**config.mk**
```make
export PLATFORM = sky130hd
export DESIGN_NAME = i2c_byte_engine
export DESIGN_NICKNAME = d
export VERILOG_FILES = /design/src/rtl/i2c_eng_pkg.sv /design/src/rtl/i2c_eng_bitio.sv /design/src/rtl/i2c_eng_seq.sv /design/src/rtl/i2c_eng_status.sv /design/src/rtl/i2c_byte_engine.sv
export SDC_FILE = /design/constraint.sdc
export NUM_CORES = 1
export LEC_CHECK = 0
export BUFFER_PORTS_ARGS = -buffer_cell sky130_fd_sc_hd__buf_2
export CORE_UTILIZATION = 56
export CTS_CLUSTER_DIAMETER = 80
export DETAILED_ROUTE_END_ITERATION = 10
export GPL_TIMING_DRIVEN = 0
export PLACE_DENSITY = 0.88
export SLEW_MARGIN = 20
export SYNTH_ARGS = -nofsm -noshare
export SYNTH_HDL_FRONTEND = slang
export SYNTH_HIERARCHICAL = 1
export SYNTH_SLANG_ARGS = --single-unit
```
**constraint.sdc**
```tcl
create_clock -name clk_i -period 2.7 [get_ports clk_i]
set_input_delay 0.54 -clock clk_i [delete_from_list [all_inputs] [get_ports clk_i]]
set_output_delay 0.54 -clock clk_i [all_outputs]
set_load 0.02 [all_outputs]
```
**src/rtl/i2c_eng_pkg.sv**
```systemverilog
package i2c_eng_pkg;
  localparam int CMD_W  = 6;
  localparam int STS_W  = 6;
  localparam int BYTE_W = 8;
  localparam int CNT_W  = $clog2(BYTE_W + 1);

  localparam int C_START = 0;
  localparam int C_TX    = 1;
  localparam int C_RSVD  = 2;
  localparam int C_RX    = 3;
  localparam int C_LAST  = 4;
  localparam int C_STOP  = 5;

  localparam int S_ACK = 0;
  localparam int S_NAK = 1;
  localparam int S_RXD = 2;
  localparam int S_ARB = 3;
  localparam int S_STP = 4;
  localparam int S_ABN = 5;

  typedef enum logic [1:0] {OP_START, OP_STOP, OP_BIT} op_e;
  typedef enum logic [2:0] {ST_IDLE, ST_HOLD, ST_START, ST_TX, ST_RX, ST_STOP} st_e;
endpackage

```
**src/rtl/i2c_eng_bitio.sv**
```systemverilog
module i2c_eng_bitio
  import i2c_eng_pkg::*;
(
  input  logic clk_i,
  input  logic rst_ni,
  input  logic tick_i,
  input  logic req_i,
  input  op_e  op_i,
  input  logic wr_i,
  input  logic arb_en_i,
  input  logic scl_i,
  input  logic sda_i,
  output logic busy_o,
  output logic done_o,
  output logic rd_o,
  output logic arb_o,
  output logic scl_oe_o,
  output logic sda_oe_o
);
  logic       active;
  logic [1:0] ph;
  op_e        op_q;
  logic       wr_q, arb_q;

  assign busy_o = active;

  always_ff @(posedge clk_i or negedge rst_ni) begin
    if (!rst_ni) begin
      active   <= 1'b0;
      ph       <= '0;
      op_q     <= OP_BIT;
      wr_q     <= 1'b1;
      arb_q    <= 1'b0;
      done_o   <= 1'b0;
      arb_o    <= 1'b0;
      rd_o     <= 1'b1;
      scl_oe_o <= 1'b0;
      sda_oe_o <= 1'b0;
    end else begin
      done_o <= 1'b0;
      arb_o  <= 1'b0;
      if (!active) begin
        if (req_i) begin
          active <= 1'b1;
          ph     <= '0;
          op_q   <= op_i;
          wr_q   <= wr_i;
          arb_q  <= arb_en_i;
        end
      end else if (tick_i) begin
        ph <= ph + 2'd1;
        if (ph == 2'd3) begin
          active <= 1'b0;
          done_o <= 1'b1;
        end
        case (op_q)
          OP_START: begin
            if (ph == 2'd0) sda_oe_o <= 1'b0;
            if (ph == 2'd1) scl_oe_o <= 1'b0;
            if (ph == 2'd2) sda_oe_o <= 1'b1;  // SDA falls, SCL high
            if (ph == 2'd3) scl_oe_o <= 1'b1;
          end
          OP_STOP: begin
            if (ph == 2'd0) begin sda_oe_o <= 1'b1; scl_oe_o <= 1'b1; end
            if (ph == 2'd1) scl_oe_o <= 1'b0;
            if (ph == 2'd2) sda_oe_o <= 1'b0;  // SDA rises, SCL high
          end
          default: begin
            if (ph == 2'd0) sda_oe_o <= ~wr_q;
            if (ph == 2'd1) scl_oe_o <= 1'b0;
            if (ph == 2'd2) begin
              rd_o <= sda_i;
              if (arb_q && wr_q && scl_i && !sda_i) begin
                arb_o    <= 1'b1;
                active   <= 1'b0;
                sda_oe_o <= 1'b0;
                scl_oe_o <= 1'b0;
              end
            end
            if (ph == 2'd3) scl_oe_o <= 1'b1;
          end
        endcase
      end
    end
  end
endmodule

```
**src/rtl/i2c_eng_seq.sv**
```systemverilog
module i2c_eng_seq
  import i2c_eng_pkg::*;
(
  input  logic              clk_i,
  input  logic              rst_ni,
  input  logic              cmd_we_i,
  input  logic [CMD_W-1:0]  cmd_i,
  input  logic [BYTE_W-1:0] tx_byte_i,
  input  logic              io_busy_i,
  input  logic              io_done_i,
  input  logic              io_rd_i,
  input  logic              io_arb_i,
  output logic              io_req_o,
  output op_e               io_op_o,
  output logic              io_wr_o,
  output logic              io_arb_en_o,
  output logic [BYTE_W-1:0] rx_byte_o,
  output logic [STS_W-1:0]  sts_set_o,
  output logic              busy_o
);
  st_e               st;
  logic              p_start, p_tx, p_rx, p_last, p_stop;
  logic [CNT_W-1:0]  bcnt;
  logic [BYTE_W-1:0] tx_sh, rx_sh;
  logic              accept, abn, last_bit, step;

  function automatic st_e pick(input logic s, input logic t, input logic r, input logic p);
    if (s)      return ST_START;
    else if (t) return ST_TX;
    else if (r) return ST_RX;
    else if (p) return ST_STOP;
    else        return ST_HOLD;
  endfunction

  assign busy_o   = (st != ST_IDLE) && (st != ST_HOLD);
  assign step     = busy_o;
  assign accept   = cmd_we_i && !busy_o;
  assign abn      = accept && (cmd_i[C_RSVD] || (st == ST_IDLE && !cmd_i[C_START]));
  assign last_bit = (bcnt == CNT_W'(BYTE_W));

  always_comb begin
    io_req_o    = step && !io_busy_i && !io_done_i && !io_arb_i;
    io_op_o     = (st == ST_START) ? OP_START : (st == ST_STOP) ? OP_STOP : OP_BIT;
    io_wr_o     = 1'b1;
    io_arb_en_o = 1'b0;
    if (st == ST_TX && !last_bit) begin
      io_wr_o     = tx_sh[BYTE_W-1];
      io_arb_en_o = 1'b1;
    end
    if (st == ST_RX && last_bit) io_wr_o = p_last;
    sts_set_o = '0;
    sts_set_o[S_ABN] = abn;
    sts_set_o[S_ARB] = io_arb_i;
    if (io_done_i && st == ST_TX && last_bit) begin
      sts_set_o[S_ACK] = !io_rd_i;
      sts_set_o[S_NAK] = io_rd_i;
    end
    sts_set_o[S_RXD] = io_done_i && st == ST_RX && last_bit;
    sts_set_o[S_STP] = io_done_i && st == ST_STOP;
  end

  always_ff @(posedge clk_i or negedge rst_ni) begin
    if (!rst_ni) begin
      st <= ST_IDLE;
      {p_start, p_tx, p_rx, p_last, p_stop} <= '0;
      bcnt      <= '0;
      tx_sh     <= '0;
      rx_sh     <= '0;
      rx_byte_o <= '0;
    end else if (io_arb_i) begin
      st <= ST_IDLE;
      {p_start, p_tx, p_rx, p_last, p_stop} <= '0;
    end else if (accept && !abn) begin
      p_start <= cmd_i[C_START];
      p_tx    <= cmd_i[C_TX];
      p_rx    <= cmd_i[C_RX];
      p_last  <= cmd_i[C_LAST];
      p_stop  <= cmd_i[C_STOP];
      tx_sh   <= tx_byte_i;
      bcnt    <= '0;
      st      <= pick(cmd_i[C_START], cmd_i[C_TX], cmd_i[C_RX], cmd_i[C_STOP]);
    end else if (io_done_i) begin
      case (st)
        ST_START: begin
          p_start <= 1'b0;
          bcnt    <= '0;
          st      <= pick(1'b0, p_tx, p_rx, p_stop);
        end
        ST_TX: begin
          if (!last_bit) begin
            tx_sh <= tx_sh << 1;
            bcnt  <= bcnt + 1'b1;
          end else begin
            p_tx <= 1'b0;
            bcnt <= '0;
            if (io_rd_i) p_rx <= 1'b0;  // NAK drops the receive step
            st <= pick(1'b0, 1'b0, p_rx && !io_rd_i, p_stop);
          end
        end
        ST_RX: begin
          if (!last_bit) begin
            rx_sh <= {rx_sh[BYTE_W-2:0], io_rd_i};
            bcnt  <= bcnt + 1'b1;
          end else begin
            rx_byte_o <= rx_sh;
            p_rx      <= 1'b0;
            bcnt      <= '0;
            st        <= pick(1'b0, 1'b0, 1'b0, p_stop);
          end
        end
        ST_STOP: begin
          {p_start, p_tx, p_rx, p_last, p_stop} <= '0;
          st <= ST_IDLE;
        end
        default: ;
      endcase
    end
  end
endmodule

```
**src/rtl/i2c_eng_status.sv**
```systemverilog
module i2c_eng_status
  import i2c_eng_pkg::*;
(
  input  logic             clk_i,
  input  logic             rst_ni,
  input  logic [STS_W-1:0] set_i,
  input  logic [STS_W-1:0] clr_i,
  input  logic [STS_W-1:0] en_i,
  output logic [STS_W-1:0] sts_o,
  output logic             irq_o
);
  always_ff @(posedge clk_i or negedge rst_ni) begin
    if (!rst_ni) sts_o <= '0;
    else         sts_o <= (sts_o & ~clr_i) | set_i;  // set wins
  end

  assign irq_o = |(sts_o & en_i);
endmodule

```
**src/rtl/i2c_byte_engine.sv**
```systemverilog
module i2c_byte_engine
  import i2c_eng_pkg::*;
(
  input  logic                clk_i,
  input  logic                rst_ni,
  input  logic                tick_i,
  input  logic                cmd_we_i,
  input  logic [CMD_W-1:0]    cmd_i,
  input  logic                buf_we_i,
  input  logic [BYTE_W-1:0]   buf_i,
  output logic [2*BYTE_W-1:0] buf_o,
  input  logic [STS_W-1:0]    irq_en_i,
  input  logic [STS_W-1:0]    sts_clr_i,
  output logic [STS_W-1:0]    sts_o,
  output logic                irq_o,
  output logic                busy_o,
  input  logic                scl_i,
  input  logic                sda_i,
  output logic                scl_oe_o,
  output logic                sda_oe_o
);
  logic [BYTE_W-1:0] tx_q, rx_byte;
  logic [STS_W-1:0]  sts_set;
  logic              io_req, io_wr, io_arb_en, io_busy, io_done, io_rd, io_arb;
  op_e               io_op;

  always_ff @(posedge clk_i or negedge rst_ni) begin
    if (!rst_ni)       tx_q <= '0;
    else if (buf_we_i) tx_q <= buf_i;
  end

  assign buf_o = {rx_byte, tx_q};

  i2c_eng_seq u_seq (
    .clk_i, .rst_ni, .cmd_we_i, .cmd_i,
    .tx_byte_i  (tx_q),
    .io_busy_i  (io_busy),
    .io_done_i  (io_done),
    .io_rd_i    (io_rd),
    .io_arb_i   (io_arb),
    .io_req_o   (io_req),
    .io_op_o    (io_op),
    .io_wr_o    (io_wr),
    .io_arb_en_o(io_arb_en),
    .rx_byte_o  (rx_byte),
    .sts_set_o  (sts_set),
    .busy_o
  );

  i2c_eng_bitio u_io (
    .clk_i, .rst_ni, .tick_i,
    .req_i   (io_req),
    .op_i    (io_op),
    .wr_i    (io_wr),
    .arb_en_i(io_arb_en),
    .scl_i, .sda_i,
    .busy_o  (io_busy),
    .done_o  (io_done),
    .rd_o    (io_rd),
    .arb_o   (io_arb),
    .scl_oe_o, .sda_oe_o
  );

  i2c_eng_status u_sts (
    .clk_i, .rst_ni,
    .set_i(sts_set),
    .clr_i(sts_clr_i),
    .en_i (irq_en_i),
    .sts_o,
    .irq_o
  );
endmodule

```
==> summary by stage, run 1 <==
Timing
The final total negative setup slack is 0 ns. For the final database, setup skew stands at 0.003682 ns. The final critical path time including I/O delays and setup is 2.439 ns.

The worst-margin pin slew is 0.7620 ns. The total count of max-transition violations in the final report came to 0. Setup violations remaining at the end of the flow were counted as 0. The final cycle utilization of the critical path is 90.32%. The worst slew slack as a fraction of its limit is 48.67%. Setup repair after global routing left no endpoint under its margin. The smallest hold slack is 0.2613 ns. Based on the critical path, the design can be clocked at up to 0.4100 GHz. The number of failing hold endpoints at the final stage came to 0.

Synthesis
The flip-flop cell with the highest count after synthesis is sky130_fd_sc_hd__dfrtp_1. By area the synthesized netlist is led by sky130_fd_sc_hd__dfrtp_1 45%, sky130_fd_sc_hd__mux2_4 11%, sky130_fd_sc_hd__mux2_2 5.9%, sky130_fd_sc_hd__a21oi_1 2.6%, sky130_fd_sc_hd__dfstp_2 2.4%. The mapped cell area is 3223 um^2.

The number of library cell types mapped by synthesis is 60. The share of synthesized area in the top cell type comes to 45.03%. The number of flops mapped to enable cells by yosys is 0. Of the synthesized area, sequential elements account for 47.48%. Synthesis produced 280 cells. The synthesized design contains 61 register bits. The net count of the mapped netlist is 319.

The post-synthesis async set-or-reset flop share is 100.0%. The mean instance size in the synthesized netlist is 11.51 um^2. The number of warnings reported in the yosys synthesis log is 6. The cell type contributing the most total cell area after synthesis is sky130_fd_sc_hd__dfrtp_1.

Routing
The remaining design rule violation count is 0. After detailed routing, the number of vias per cell comes to 5.804. The number of nets with antenna violations after detailed routing is 0. The detail-routed net length per standard cell is 17.15 um.

Detailed routing placed a total of 483 um of wire on met3. The starting DRC count in detailed routing is 338. The met1 routed wirelength after detailed routing is 3.041 mm.

The routed length on met2 is 3.579 mm. After detailed routing, the total wire length is 7.273 mm. The highest metal layer carrying signal wires in the routed design is met4. The first TritonRoute pass finished after 5 iterations.

The routed layout has 2461 vias.

Clock network
Once the clock tree was built, the resizer swapped 0 gates to a different size. CTS built an H-tree with a depth of 3. Buffers inserted during clock tree synthesis total 9. For the worst-skew pair, the clock arrives at the later sink with an insertion delay of 0.34 ns. After clock tree synthesis, the flow added hold-fix buffers numbering 0. TritonCTS built the clock tree. The root buffer cell chosen for the clock tree is sky130_fd_sc_hd__clkbuf_8. The number of setup buffers added after CTS is 0. The clock net sink count is 61. The clock edge transition at the registers on the reported setup and hold paths is 0.07 ns. The clock passes through at most 2 buffers.

Die
The core region is 5540 um^2. The vertical extent of the die is 77.87 um. The count of pins on the block boundary is 59.

Row generation in the floorplan step produced 27 rows. The die width is 77.87 um. The die area is 6063 um^2. The initial utilization of the core area, before any placement, comes to 58.18%.

Setup path
The worst setup path is captured at a register. The cell with the biggest individual delay on the critical path is sky130_fd_sc_hd__nor4b_1. The worst register-to-register path has a depth of 4.

STA puts the critical path data arrival time at 2.66 ns. Counting both buffers and inverters, the worst setup path holds a total of 1. Traced cell by cell, the critical path runs through clkbuf_1, nor4b_1, nor2b_1, mux2_2. Along the worst path, the maximum fanout reaches 10. The kind of cell with the highest combined delay on the critical path is simple AND/OR/NAND/NOR gates.

The critical path is of the reg2reg type. The startpoint identified for the worst register-to-register timing path is u_io/arb_o. The worst setup path is launched from a register. For the worst setup path, the data required time is 2.92 ns. The largest single stage delay on the critical path is 0.72 ns. In this run the register-to-register setup slack is 0.26 ns. The critical register-to-register path endpoint is u_io/arb_q.

GRT
The maximum number of pins on one net before global-route repair is 62. The number of global-route vias before repair is 2450. The global routing usage summed across all routing layers is 25.54%. The number of antenna violations at the first check in global routing is 0.

The global-route wire length before repair is 11.65 mm. The total grt overflow is 0.

Power
The cell leakage power is 1.951 nW. The clock network is responsible for 26.4% of the overall power. Sequential cells account for 38.6% of the total power. The part of the power in combinational logic is 35.0%. For this design the ratio of total power to cell area is 900.2 nW/um^2. For this design the total switching power over the nets is 1.226 mW.

The worst IR drop on VDD is 0.4634 mV. The switching part of the total is 35.66%. Cell internal power was estimated by the tool at 2.213 mW.

Placed design
The detailed placer's ending HPWL is 4.979 mm. The instance count after placement with tap cells included is 408. The routability congestion estimate is 0.9557. The total of buffers placed on input and output ports is 56.

Finish
Cells with a size suffix above 1 make up 40.63% of the layout. For this run, the number of standard cells in the final layout without fillers is 424. The antenna cell count is 0. The net count reported at finish is 386. Relative to the synthesized area, the layout overhead comes to 18.52%. After filler insertion, the fill cell instance count of the layout stands at 411.

Job
The number of maximum-capacitance constraint violations is 0.

Worst hold path
The kind of path behind the tightest hold check is in2async.

Run status
The run finished with clean final reports.
==> per-layer routing <==
metal  GRT usage (%)  vias to the layer above
met5               0                        -
met4           12.26                        0
met3           5.529                       13
met2           42.21                      126
met1           31.71                     1182
li1                -                     1140
==> power by group through the flow <==
stage	registers (mW)	clock network (mW)	logic (mW)
2_1_floorplan	1.32	0	0.839
3_3_place_gp	1.32	0	1.11
3_5_place_dp	1.34	0	1.15
4_1_cts	1.32	0.919	1.18
5_1_grt	1.35	0.966	1.29
6_report	1.33	0.907	1.20
==> registers in the layout (all words and copies together), names as in the netlist, 2 cells and up <==
signal / cells
u_seq/rx_byte_o: 8
u_io/ph: 2
u_seq/bcnt: 4
u_io/op_q: 2
tx_q: 8
u_sts/sts_o: 6
u_seq/rx_sh: 8
u_seq/tx_sh: 8
u_seq/st: 3
==> final cells by class <==
| cell class | count | area (um^2) | area share [%] |
|---|---|---|---|
| Multi-Input combinational cell | 187 | 1540 | 40.32 |
| Tap cell | 72 | 90.09 | 2.358 |
| Buffer | 13 | 81.33 | 2.129 |
| Inverter | 19 | 71.32 | 1.867 |
| Sequential cell | 61 | 1530 | 40.06 |
| Clock inverter | 6 | 86.33 | 2.260 |
| Timing Repair Buffer | 56 | 282.8 | 7.403 |
| Clock buffer | 10 | 137.6 | 3.603 |
==> synthesized netlist by cell type, types with 2 or more instances <==
master	count
sky130_fd_sc_hd__nor2b_1	3
sky130_fd_sc_hd__nor3_1	6
sky130_fd_sc_hd__mux2_4	24
sky130_fd_sc_hd__nand2_4	2
sky130_fd_sc_hd__clkbuf_1	3
sky130_fd_sc_hd__mux2i_1	3
sky130_fd_sc_hd__o2bb2ai_1	2
sky130_fd_sc_hd__nand3b_1	5
sky130_fd_sc_hd__a22oi_1	3
sky130_fd_sc_hd__buf_4	3
sky130_fd_sc_hd__nand2_1	15
sky130_fd_sc_hd__a211oi_1	3
sky130_fd_sc_hd__xor2_1	2
sky130_fd_sc_hd__dfstp_2	3
sky130_fd_sc_hd__a21o_1	5
sky130_fd_sc_hd__mux2_2	17
sky130_fd_sc_hd__a21oi_2	2
sky130_fd_sc_hd__buf_2	5
sky130_fd_sc_hd__dfrtp_1	58
sky130_fd_sc_hd__inv_1	19
sky130_fd_sc_hd__and3_1	5
sky130_fd_sc_hd__o31ai_1	2
sky130_fd_sc_hd__nand3_1	10
sky130_fd_sc_hd__a21oi_1	17
sky130_fd_sc_hd__buf_6	2
sky130_fd_sc_hd__a21o_2	2
sky130_fd_sc_hd__o21ai_0	10
sky130_fd_sc_hd__nor2_1	9
sky130_fd_sc_hd__o21bai_1	3
sky130_fd_sc_hd__ha_1	6
sky130_fd_sc_hd__and3b_1	2
==> placed cells by master, fill, tap and decap left out, drive strengths merged, types with 7 or more instances in the layout <==
cell    instances
dfrtp          58
nand3          10
clkbuf         13
inv            19
a21o            7
nor2           10
a21oi          19
mux2           41
buf            66
o21ai          11
nor3            7
nand2          18
==> worst register-to-register path, cell delays in order (launching register included) <==
cell                       delay (ns)
sky130_fd_sc_hd__dfrtp_1         0.51
sky130_fd_sc_hd__clkbuf_1        0.30
sky130_fd_sc_hd__nor4b_1         0.72
sky130_fd_sc_hd__nor2b_1         0.41
sky130_fd_sc_hd__mux2_2          0.38
==> worst max path at each step <==
stage                  to   startpoint  slack, ns  cells past startpoint
2_1_floorplan  u_io/arb_q  u_seq/st[1]       0.58                      6
3_3_place_gp   u_io/arb_q   u_io/arb_o       0.32                      4
3_5_place_dp   u_io/arb_q   u_io/arb_o       0.31                      4
4_1_cts        u_io/arb_q   u_io/arb_o       0.29                      4
5_1_grt        u_io/arb_q  u_seq/st[1]       0.16                      6
6_report       u_io/arb_q   u_io/arb_o       0.26                      4
==> cells by family (layout without fill, tap and decap cells) <==
family / Yosys count / count (layout) / synth area share, %
AO/OA/AOI/OAI: 62 / 62 / 13.01
AND/OR/NAND/NOR: 72 / 72 / 13.59
multiplexers: 44 / 44 / 18.05
buffers and inverters: 32 / 104 / 4.736
XOR/XNOR: 3 / 3 / 0.8154
flip-flops: 61 / 61 / 47.48
adder cells (fa/ha/maj): 6 / 6 / 2.329
==> stage by stage <==
stage	utilization, %	total power, mW	setup WS [ns]	area [um^2]
floorplan	-	2.161	0.5764	3223
global placement	64.86	2.424	0.3177	3593
detailed placement	64.91	2.488	0.3117	3596
CTS	68.95	3.423	0.2886	3820
global route	68.95	3.609	0.1596	3820
finish	68.95	3.439	0.2612	3820
Power figures use the tool's default switching activity.
==> inputs of run 2 (changes only) <==
--- a/config.mk
+++ b/config.mk
@@ -6,13 +6,12 @@
 export NUM_CORES = 1
 export LEC_CHECK = 0
 export BUFFER_PORTS_ARGS = -buffer_cell sky130_fd_sc_hd__buf_2
-export CORE_UTILIZATION = 56
+export CORE_UTILIZATION = 55
 export CTS_CLUSTER_DIAMETER = 80
 export DETAILED_ROUTE_END_ITERATION = 10
 export GPL_TIMING_DRIVEN = 0
-export PLACE_DENSITY = 0.88
+export PLACE_DENSITY = 0.8
 export SLEW_MARGIN = 20
 export SYNTH_ARGS = -nofsm -noshare
 export SYNTH_HDL_FRONTEND = slang
-export SYNTH_HIERARCHICAL = 1
 export SYNTH_SLANG_ARGS = --single-unit
==> run 2 against run 1 <==
Compared with the run above: non-clock buffer count rose by 1; global-route usage fell by 1.7 points; hold slack got worse by 0.011 ns; highest routed layer unchanged; core utilization fell by 0.18 points; final area fell by 6.9%; largest power group unchanged; sequential power barely moved; first-iteration DRC count fell by 56%; fmax rose by 7.2%; die area fell by 5.6%; setup slack improved by 0.16 ns; synthesized cell count fell by 6.8%; combinational power fell by 16%.
==> summary by stage, run 2 <==
Finish
The antenna cell count was 0 (unchanged). The top cell types in the final layout, fill and taps aside, are 58 x sky130_fd_sc_hd__dfrtp_1, 57 x sky130_fd_sc_hd__buf_2, 32 x sky130_fd_sc_hd__mux2_2, 16 x sky130_fd_sc_hd__inv_1. The final core utilization is 68.77% (-0.18 points).

The net count reported at finish is 368 (-4.7%). The library cell used most frequently in the layout, excluding fill and tap cells, is sky130_fd_sc_hd__dfrtp_1. The area growth from synthesis to layout is 19.25%. The share of layout cells above drive strength 1 was 37.72% (-2.9 points).

Power
The power per unit of standard cell area was 882.7 nW/um^2 (-1.9%). The overall power is 3.140 mW (-8.7%). The worst IR drop on VDD is 0.5072 mV (+9.4%).

The cell leakage power is 1.732 nW (-11%).

Routing
The total detailed-routing wirelength came to 6.125 mm (-16%). The number of nets with antenna violations after detailed routing came to 0 (unchanged). The total number of vias is 2283 (-7.2%).

The remaining design rule violation count came to 0 (unchanged). The starting DRC count in detailed routing is 148 (-56%). The detail-routed net length per standard cell is 15.16 um (-12%). The detailed-router iteration count before antenna repair is 4 (-1).

The per-cell via count in the routed design is 5.651 (-2.6%).

Synthesis
The most frequent cell after synthesis is sky130_fd_sc_hd__dfrtp_1. The number of flops mapped to enable cells by yosys is 0 (unchanged). The mean instance size in the synthesized netlist came to 11.43 um^2 (-0.72%). The synthesized netlist cell count came to 261 (-6.8%). The net count of the mapped netlist is 300 (-6.0%). The post-synthesis async set-or-reset flop share is 100.0% (unchanged). In the synthesized netlist, the cells that appear most often are 58 x sky130_fd_sc_hd__dfrtp_1, 32 x sky130_fd_sc_hd__mux2_2, 16 x sky130_fd_sc_hd__inv_1. The share of the synthesized area in the top cell type is 48.66% (+3.6 points). The number of library cell types mapped by synthesis is 50 (-17%). The flop and latch count out of synthesis is 61 (unchanged). The mapped cell area came to 2983 um^2 (-7.5%). The synthesized design spends more area on one cell type than any other, namely sky130_fd_sc_hd__dfrtp_1. The sequential area share after synthesis came to 51.30% (+3.8 points). Sorting the synthesized cells by area gives the leading types as sky130_fd_sc_hd__dfrtp_1 49%, sky130_fd_sc_hd__mux2_2 12%, sky130_fd_sc_hd__mux2_4 4.0%, sky130_fd_sc_hd__dfstp_2 2.6%, sky130_fd_sc_hd__ha_1 2.5%.

The flip-flop cell with the highest count after synthesis is sky130_fd_sc_hd__dfrtp_1. The number of warnings reported in the yosys synthesis log is 0 (-6).

Timing
The final critical path time including I/O delays and setup was 2.276 ns (-0.1629 ns). Setup repair after global routing left no endpoint under its margin. The smallest hold slack is 0.2502 ns (-0.01114 ns). The number of setup violations in the final report is 0 (unchanged). The number of failing hold endpoints at the final stage was 0 (unchanged).

The total count of max-transition violations in the final report was 0 (unchanged). The worst slew slack as a fraction of its limit is 51.24% (+2.6 points). The worst-margin pin slew came to 0.7315 ns (-0.03050 ns). The final cycle utilization of the critical path came to 84.29% (-6.0 points). The clock skew after layout is 0.006326 ns (+0.002644 ns). The final total negative setup slack is 0 ns (unchanged). The highest attainable clock frequency came to 0.4394 GHz (+7.2%).

Setup path
The number of cells on the worst reg-to-reg path is 7 (+3). The kind of end point of the critical path is a register. The type of the setup path with the least slack is reg2reg. The critical register-to-register path endpoint is u_seq.rx_byte_o[7]. The arrival time reported for the critical path endpoint is 2.50 ns (-0.16 ns). The worst setup slack for register-to-register paths came to 0.42 ns (+0.16 ns). The worst setup path is launched from a register. The worst register-to-register path begins at u_seq.bcnt[0].

The maximum fanout encountered on the critical timing path is 9 (-1). The required time at the endpoint of the critical path is 2.93 ns (about the same).

Die
The number of rows created at floorplan came to 26 (-3.7%). The core outline area is 5172 um^2 (-6.6%). The vertical extent of the die is 75.65 um (-2.9%). The initial standard-cell utilization of the core came to 57.67% (-0.51 points).

The count of pins on the block boundary was 59 (unchanged). The die area is 5722 um^2 (-5.6%). The die width is 75.65 um (-2.9%).

Clock network
The cell sitting at the root of the clock tree is a sky130_fd_sc_hd__clkbuf_8. The clock insertion delay at the later pin of the skew report was 0.34 ns (about the same). The hold-fix buffer count after cts is 0 (unchanged). The quantity of gates resized following cts is 0 (unchanged). The clock edge transition at the registers on the reported setup and hold paths is 0.07 ns (about the same). The total CTS buffers is 9 (unchanged). The number of buffers inserted to repair setup after CTS is 0 (unchanged). The clock net sink count is 61 (unchanged). The clock tree from TritonCTS is yes.

The maximum level of the CTS H-tree is 3 (unchanged). The maximum root-to-sink buffer count came to 2 (unchanged).

GRT
The global routing usage summed across all routing layers came to 23.87% (-1.7 points). The number of global-route vias before repair is 2129 (-13%). The total grt overflow is 0 (unchanged). The maximum number of pins on one net before global-route repair came to 62 (unchanged).

The global-route wire length before repair came to 9.846 mm (-16%). The number of antenna violations at the first check in global routing is 0 (unchanged).

Job
The number of maximum-capacitance constraint violations is 0 (unchanged).

Run status
The run finished with clean final reports.

Placed design
The detailed placer's ending HPWL came to 4.329 mm (-13%). The routability congestion estimate was 0.8852 (-7.4%). The total of buffers placed on input and output ports was 57 (+1.8%).

Worst hold path
The kind of path behind the tightest hold check is in2async.
run 2: changes by cell type after synthesis, sizes merged, moves of 3 or more:
cell / change
clkbuf: +7
a21o: -6
and3: -3
buf: -7
inv: -3
nand2: -3
o21ai: +4
a21oi: -7
nor3: -3
run 2: per-layer routing:
layer | GRT usage [%] | up-vias | wire (um)
met5 | 0 | - | 0
met4 | 10.08 | 0 | 95
met3 | 5.952 | 9 | 406
li1 | - | 1080 | -
met2 | 37.50 | 88 | 2831
met1 | 31.77 | 1106 | 2792
run 2: metrics by stage:
step	std cells	worst slack (ns)	area, um^2
6_report	404	0.4241	3557
5_1_grt	404	0.3117	3557
4_1_cts	404	0.4338	3557
3_5_place_dp	388	0.2865	3358
3_3_place_gp	388	0.3052	3356
2_1_floorplan	261	0.7035	2983
run 2: worst max-delay path, cell delays in order (launching register included):
cell and delay (ns):
sky130_fd_sc_hd__dfrtp_1 0.40, sky130_fd_sc_hd__inv_1 0.10, sky130_fd_sc_hd__ha_1 0.18, sky130_fd_sc_hd__and3b_1 0.17
sky130_fd_sc_hd__clkbuf_1 0.34, sky130_fd_sc_hd__nand3_1 0.20, sky130_fd_sc_hd__nor2_2 0.38, sky130_fd_sc_hd__mux2_2 0.39
run 2: layout make-up:
cell class / count / area [um^2]
fill: 387 / 1615
sequential: 61 / 1530
multi-input combinational: 171 / 1335
timing repair buffer: 57 / 287.8
clock buffer: 9 / 123.9
tap: 70 / 87.58
clock inverter: 7 / 75.07
inverter: 16 / 60.06
buffer: 13 / 57.56
run 2: cell families (layout without fill, tap and decap cells):
logic type | after synthesis | count (layout) | share of synthesized area (%)
adder cells (fa/ha/maj) | 6 | 6 | 2.517
XOR/XNOR | 1 | 1 | 0.2937
AND/OR/NAND/NOR | 64 | 64 | 12.16
multiplexers | 42 | 42 | 16.78
AO/OA/AOI/OAI | 58 | 58 | 13.00
flip-flops | 61 | 61 | 51.30
buffers and inverters | 29 | 102 | 3.943
run 2: worst max-delay path by stage:
| stage | from | to | slack (ns) | depth (start not counted) |
|---|---|---|---|---|
| final | u_seq.bcnt[0] | u_seq.rx_byte_o[7] | 0.42 | 7 |
| after CTS | u_seq.bcnt[0] | u_seq.rx_byte_o[7] | 0.43 | 7 |
| after global placement | cmd_i[0] | u_seq.tx_sh[7] | 0.31 | 6 |
| after detailed placement | cmd_i[0] | u_seq.tx_sh[6] | 0.29 | 6 |
| after global routing | u_seq.bcnt[0] | u_seq.rx_byte_o[7] | 0.31 | 7 |
| after floorplan | cmd_i[0] | u_seq.tx_sh[6] | 0.70 | 5 |
run 2: report_power, final:
part	total [mW]	switching (mW)	internal, mW
Sequential	1.33	0.176	1.15
Combinational	1.01	0.544	0.464
Clock	0.806	0.378	0.428
Total	3.14	1.10	2.04
